==> config.mk <==
export PLATFORM = sky130hd
export DESIGN_NAME = dbg_access_gate
export DESIGN_NICKNAME = d
export VERILOG_FILES = /design/src/rtl/dbg_access_gate.sv
export SDC_FILE = /design/constraint.sdc
export NUM_CORES = 1
export LEC_CHECK = 0
export ABC_AREA = 1
export BUFFER_PORTS_ARGS = -buffer_cell sky130_fd_sc_hd__buf_4
export CORE_AREA = 10 10 51 53
export DETAILED_ROUTE_END_ITERATION = 12
export DIE_AREA = 0 0 61 63
export PLACE_DENSITY_LB_ADDON = 0.25
export SYNTH_ARGS = -nofsm -noshare
export SYNTH_HDL_FRONTEND = slang
export SYNTH_SLANG_ARGS = --single-unit
==> constraint.sdc <==
create_clock -name clk_i -period 1.1 [get_ports clk_i]
set_input_delay 0.055 -clock clk_i [delete_from_list [all_inputs] [get_ports clk_i]]
set_output_delay 0.055 -clock clk_i [all_outputs]
set_load 0.1 [all_outputs]
==> src/rtl/dbg_access_gate.sv <==
module dbg_access_gate #(
  parameter int PRV_W         = 2,
  parameter int ERR_W         = 3,
  parameter int ERR_SEC_FAULT = 6
) (
  input  logic             clk_i,
  input  logic             rst_ni,
  input  logic             m_dbg_en_i,
  input  logic             s_dbg_en_i,
  input  logic [PRV_W-1:0] hart_prv_i,
  input  logic             hart_virt_i,
  input  logic             halt_req_i,
  input  logic             resume_i,
  input  logic             trig_hit_i,
  input  logic             dap_wr_i,
  input  logic [PRV_W-1:0] dap_wr_prv_i,
  input  logic             dap_wr_virt_i,
  input  logic             cmd_valid_i,
  input  logic             cmd_virt_i,
  input  logic             acs_wr_i,
  input  logic [ERR_W:0]   acs_wdata_i,
  output logic             halt_pend_o,
  output logic             halt_go_o,
  output logic             dbg_mode_o,
  output logic             trig_fire_o,
  output logic [PRV_W-1:0] dap_prv_o,
  output logic             dap_virt_o,
  output logic             cmd_go_o,
  output logic             cmd_virt_o,
  output logic [PRV_W-1:0] cmd_prv_o,
  output logic             cmd_v_o,
  output logic [ERR_W:0]   acs_rdata_o,
  output logic             nh_allow_o,
  output logic [PRV_W-1:0] nh_prv_o
);

  localparam logic [PRV_W-1:0] PRV_U   = '0;
  localparam logic [PRV_W-1:0] PRV_S   = PRV_W'(1);
  localparam logic [PRV_W-1:0] PRV_M   = '1;
  localparam logic [ERR_W-1:0] ERR_SEC = ERR_W'(ERR_SEC_FAULT);

  logic             halt_pend_q;
  logic             dbg_mode_q;
  logic [PRV_W-1:0] dap_prv_q;
  logic             dap_virt_q;
  logic [ERR_W-1:0] err_q;

  wire in_m     = (hart_prv_i == PRV_M);
  wire any_en   = m_dbg_en_i | s_dbg_en_i;
  wire dbg_ok   = in_m ? m_dbg_en_i : any_en;
  wire err_idle = (err_q == '0);
  wire halt_go  = halt_pend_q & dbg_ok & ~dbg_mode_q;

  wire wr_low   = (dap_wr_prv_i == PRV_U) | (dap_wr_prv_i == PRV_S);
  wire wr_legal = (dap_wr_prv_i == PRV_M) ? m_dbg_en_i : (wr_low & any_en);
  wire wr_take  = dap_wr_i & dbg_mode_q & err_idle;

  always_ff @(posedge clk_i or negedge rst_ni) begin
    if (!rst_ni) begin
      halt_pend_q <= 1'b0;
      dbg_mode_q  <= 1'b0;
    end else if (halt_go) begin
      halt_pend_q <= 1'b0;
      dbg_mode_q  <= 1'b1;
    end else begin
      if (halt_req_i && !dbg_mode_q) halt_pend_q <= 1'b1;
      if (resume_i) dbg_mode_q <= 1'b0;
    end
  end

  always_ff @(posedge clk_i or negedge rst_ni) begin
    if (!rst_ni) begin
      dap_prv_q  <= PRV_M;
      dap_virt_q <= 1'b0;
    end else if (halt_go) begin
      dap_prv_q  <= hart_prv_i;
      dap_virt_q <= hart_virt_i;
    end else if (wr_take && wr_legal) begin
      dap_prv_q  <= dap_wr_prv_i;
      dap_virt_q <= (dap_wr_prv_i == PRV_M) ? 1'b0 : dap_wr_virt_i;
    end
  end

  always_ff @(posedge clk_i or negedge rst_ni) begin
    if (!rst_ni)                  err_q <= '0;
    else if (wr_take && !wr_legal) err_q <= ERR_SEC;
    else if (acs_wr_i)            err_q <= err_q & ~acs_wdata_i[ERR_W-1:0];
  end

  assign halt_pend_o = halt_pend_q;
  assign halt_go_o   = halt_go;
  assign dbg_mode_o  = dbg_mode_q;
  assign trig_fire_o = trig_hit_i & dbg_ok & ~dbg_mode_q;
  assign dap_prv_o   = dap_prv_q;
  assign dap_virt_o  = dap_virt_q;
  assign cmd_go_o    = cmd_valid_i & dbg_mode_q & err_idle;
  assign cmd_virt_o  = m_dbg_en_i ? cmd_virt_i : 1'b1;
  assign cmd_prv_o   = dap_prv_q;
  assign cmd_v_o     = dap_virt_q;
  assign acs_rdata_o = {1'b0, err_q};
  assign nh_allow_o  = any_en;
  assign nh_prv_o    = m_dbg_en_i ? PRV_M : PRV_S;

  assert_pend_held_R3: assert property (@(posedge clk_i) disable iff (!rst_ni)
    (halt_pend_q && !dbg_ok && !dbg_mode_q) |=> halt_pend_q);

  assert_entry_needs_pend_R5: assert property (@(posedge clk_i) disable iff (!rst_ni)
    $rose(dbg_mode_q) |-> $past(halt_pend_q) && !halt_pend_q);

  assert_entry_capture_R6: assert property (@(posedge clk_i) disable iff (!rst_ni)
    $rose(dbg_mode_q) |-> (dap_prv_q == $past(hart_prv_i)) && (dap_virt_q == $past(hart_virt_i)));

  assert_m_write_refused_R8: assert property (@(posedge clk_i) disable iff (!rst_ni)
    (dap_wr_i && dbg_mode_q && err_idle && !m_dbg_en_i && dap_wr_prv_i == PRV_M)
      |=> (err_q == ERR_SEC) && $stable(dap_prv_q) && $stable(dap_virt_q));

  assert_err_sticky_R9: assert property (@(posedge clk_i) disable iff (!rst_ni)
    (!err_idle && !acs_wr_i) |=> $stable(err_q));

  assert_no_cmd_on_err_R9: assert property (@(posedge clk_i) disable iff (!rst_ni)
    (!err_idle && dap_wr_i && !halt_go) |=> $stable(dap_prv_q));

  assert_relaxed_zero_R11: assert property (@(posedge clk_i) disable iff (!rst_ni)
    (acs_wr_i && acs_wdata_i[ERR_W]) |=> !acs_rdata_o[ERR_W]);

endmodule

Word level (Yosys, flattened, before mapping):

Cells that the tools add are included.

* memories kept: 0
* RAM bits: 0
* bits in read-only memories: 0
* bits in latches: 0
* output and inout port bits: 19
* word-level logic and storage cells: 48
* bits in registers: 8
* input port bits: 21

* add/subtract/negate cells: 0
* shift-type cells: 0
* magnitude comparators: 0
* $mul: 0
* eq/ne operators: 3
* bitwise operators: 14
* mux-type cells: 15
* div/mod/pow operators: 0
* reduce and logical (&&, ||, !) cells: 11

Operators by type and width (number)
* $mux 1: 10
* $and 1x1->1: 9
* $reduce_bool 2->1: 4
* $mux 2: 3
* $mux 3: 2
* $eq 2x2->1 const B: 2
* $and 3x3->3: 1
* $logic_and 1x1->1: 3
* $logic_not 3->1: 1
* $not 3->3: 1
* $eq 2x1->1 const B: 1
* $logic_not 1->1: 2
* $logic_not 2->1: 1
* $or 1x1->1: 2
* $not 1->1: 1

Logic depth before layout (Yosys ltp):

* word-level depth: 7
* mapped depth: 7
* gate-level depth less buffers: 7

Least setup slack after synthesis:

No wires, ideal clock.

* kind: flip-flop to output port
* start point: register dbg_mode_q (netlist: dbg_mode_o)
* end point: output port cmd_go_o
* path slack: -1330 ps
* cell stages (with the launch flop): 3
* path buffers: 0
* required time: 1045 ps
* data arrival time: 2375 ps
* cells stage by stage: dfrtp_1 -> nand2_1 -> nor2_1

* word-level cells in the longest chain between the ends: 2

Ends and longest elaborated chain
* start, declared: RTL line 43 `logic dbg_mode_q;`
* start signal, assigned: RTL line 61 `dbg_mode_q <= 1'b0;`
* start signal, assigned: RTL line 64 `dbg_mode_q <= 1'b1;`
* start signal, assigned: RTL line 67 `if (resume_i) dbg_mode_q <= 1'b0;`
* $and 1x1->1 (2 in series): RTL line 96 `assign cmd_go_o = cmd_valid_i & dbg_mode_q & err_idle;`
* end, declared: RTL line 28 `output logic cmd_go_o,`

Every way passes these cells.

Worst setup path after layout:

* start point: register dbg_mode_q (netlist: dbg_mode_o)
* end point: output port halt_go_o

* word-level cells in the longest chain between the ends: 2

Ends and longest elaborated chain
* $not 1->1: RTL line 52 `wire halt_go = halt_pend_q & dbg_ok & ~dbg_mode_q;`
* $and 1x1->1: RTL line 52
* end, declared: RTL line 23 `output logic halt_go_o,`

Every way passes these cells.

==> reports/metrics.yaml <==
avgSynthCellArea_sq_um: 7.23
ys_ff_latch: 8
grt_pass1_wl_mm: 2.86
slowest_stage: "dfrtp_4"
layout.cells.most_common_list: "27 x buf_4, 19 x nand2_1, 11 x buf_12"
fin_crit_sh_pct: 116
timing.rr.start: "dbg_mode_o$_DFFE_PN0P_"
root_buffer: "clkbuf_4"
fmax_mhz: 785
setup_ws_ps: -175
post_drt_wl_per_cell_um: 13.3
met3_usage_pct: 4.07
period_minus_slack_ps: 1270
drive_gt1_share_pct: 65.8
crit_path_end_kind: "output pin"
yosysSeqAreaShare_pct: 38.9
start_util_pct: 31.5
diodes: 0
io_buffer_count: 36
muxShareOfSynthArea_pct: 0
core_area_sq_um: 1650
die_w_um: 61
areaGrowthSynthToFinish_pct: 119
crit_start: "dbg_mode_o$_DFFE_PN0P_"
vias: 632
htreeDepth: 1
synth_top_cell_by_area: "dfrtp_1"
run_status: "finished with violations"
setup_viol: 12
min-delay-start: "acs_wr_i"
clk_latency_ps: 260
ios: 40
grtUsageMet2_pct: 15.3
routed_wl_mm: 1.79
seq_area_sq_um: 233
drt_iter0_markers: 5
crit_path_cell_trace: "nor2_4 -> nand3_4 -> clkinvlp_4 -> buf_12"
hold_class: "in2reg"
cp_max_fo: 4
use_met1_pct: 9.05
n_fill_cell: 133
crit_arrival_ps: 1220
hold_viol_final: 0
drv_cap: 0
grt-busiest-layer: "met2"
antenna_found_initial: 0
final_area_sq_um: 1140
drtPass1Iterations: 2
ys_types: 19
synthAdderAreaFrac_pct: 0
synth_xor_area_share_pct: 0
synth_simple_gate_area_share_pct: 41.1
cp_top_family: "flip-flops"
vias_per_cell: 4.72
numCtsBuffers: 3
multi_input_area_sq_um: 308
antenna_left: 0
synth_cells: 72
syn_area_sq_um: 520
ys_warn_count: 0
startpoint_type: "flip-flop"
slowest_delay_ps: 500
tritoncts: "yes"
grt_util_all_layers_pct: 9.43
grt_max_degree: 9
place_hpwl_mm: 1.43
synth.area.top_cells: "dfrtp_1 29%, nand2_1 19%, dfstp_2 10%"
grt_pass1_vias: 685
fin_worst_skew_ps: 11.6
synth_nets: 93
place_area_sq_um: 881
die_y_um: 63
drcViolationCount: 0
critical_path_required_ps: 1040
final_common_cell: "buf_4"
finalNetCount: 139
dieArea_sq_um: 3840
violations: "setup timing"
rows: 15
clkTransAtPathRegs_ps: 50
overflow: 0
gp_congestion: 0.772
synth_top_area_share_pct: 28.8
slew_viol_final: 0
cts_num_sinks: 8
synth_compound_area_share_pct: 4.81
critPathBufInv: 2
ctsLongestPathBuffers: 2
rsz0062_at_grt: "yes"
worst-setup-path-type: "reg2out"
synth_top_family_by_area: "simple AND/OR/NAND/NOR gates"
worst register-to-register path, delay by kind of cell, from the launching register on:
family                 cells  cell delay (ps)
and+or+nand+nor            5              380
buffers and inverters      2              260
DFF                        1              500
logic make-up after synthesis:
| group | after synthesis |
|---|---|
| and+or+nand+nor | 45 |
| AOI/OAI and AO/OA | 4 |
| DFF | 8 |
| buffers and inverters | 13 |
| other | 2 |
routing by layer:
metal  share of wire [%]  wire length [um]  vias to the layer above
li1                    -                 -                      308
met1                  36               638                      291
met2                  50               896                       29
met3                  12               207                        4
met4                 2.5                44                        0
met5                   0                 0                        -
cell type report:
class / count / share of cell area (%)
Sequential cell: 8 / 20.4
Clock buffer: 4 / 2.30
Tap cell: 17 / 1.86
Multi-Input combinational cell: 51 / 27.0
Timing Repair Buffer: 47 / 45.6
Inverter: 7 / 2.85
synth_stat cells:
master / n
nand2_1: 26
buf_4: 6
dfrtp_1: 6
inv_1: 6
nor2_1: 5
nand3_1: 4
nand4_1: 3
a21boi_0: 2
conb_1: 2
dfstp_2: 2
nand2_2: 2
a21oi_1: 1
inv_2: 1
nand2b_1: 1
nand3_2: 1
nand3_4: 1
nor2_2: 1
o21ai_0: 1
or2_2: 1
sequential cells by signal, indices dropped and copies added (netlist names):
signal	cells
cmd_prv_o	2
halt_pend_o	1
err_q	3
cmd_v_o	1
dbg_mode_o	1
metrics by stage:
step / worst slack (ps) / TNS [ps] / hold WS [ps] / utilization, % / instances
final: -175 / -996 / 27.1 / 69.1 / 134
after global placement: -71.1 / -214 / -123 / 53.3 / 126
after detailed placement: -105 / -325 / -122 / 53.3 / 126
after CTS: -184 / -1050 / 24.1 / 67.7 / 134
after global routing: -207 / -1390 / 36.8 / 69.1 / 134
after floorplan: -284 / -1510 / -241 / - / 72
worst paths after layout:
check | end | slack, ps | cells after the start
max in group asynchronous | cmd_prv_o[0]$_DFFE_PN1P_ | 750 | 2
min in group asynchronous | cmd_v_o$_DFFE_PN0P_ | 150 | 2
hold / removal | err_q[0]$_DFFE_PN0P_ | 30 | 2
setup reg to reg | cmd_prv_o[1]$_DFFE_PN1P_ | -90 | 7
hold reg to reg | cmd_v_o$_DFFE_PN0P_ | 580 | 2
setup / recovery | halt_go_o | -170 | 4
timing repair:
action	CTS	global route
setup buffers	1	0
hold buffers	3	0
cloned	0	0
pin swaps	4	5
endpoints found under the setup margin	14	18
endpoints found under the hold margin	10	0
resized for setup	43	9
Power is left out: the tool's default activity adds up to more than one toggle a clock period on the data nets, which glitch-free logic cannot reach.
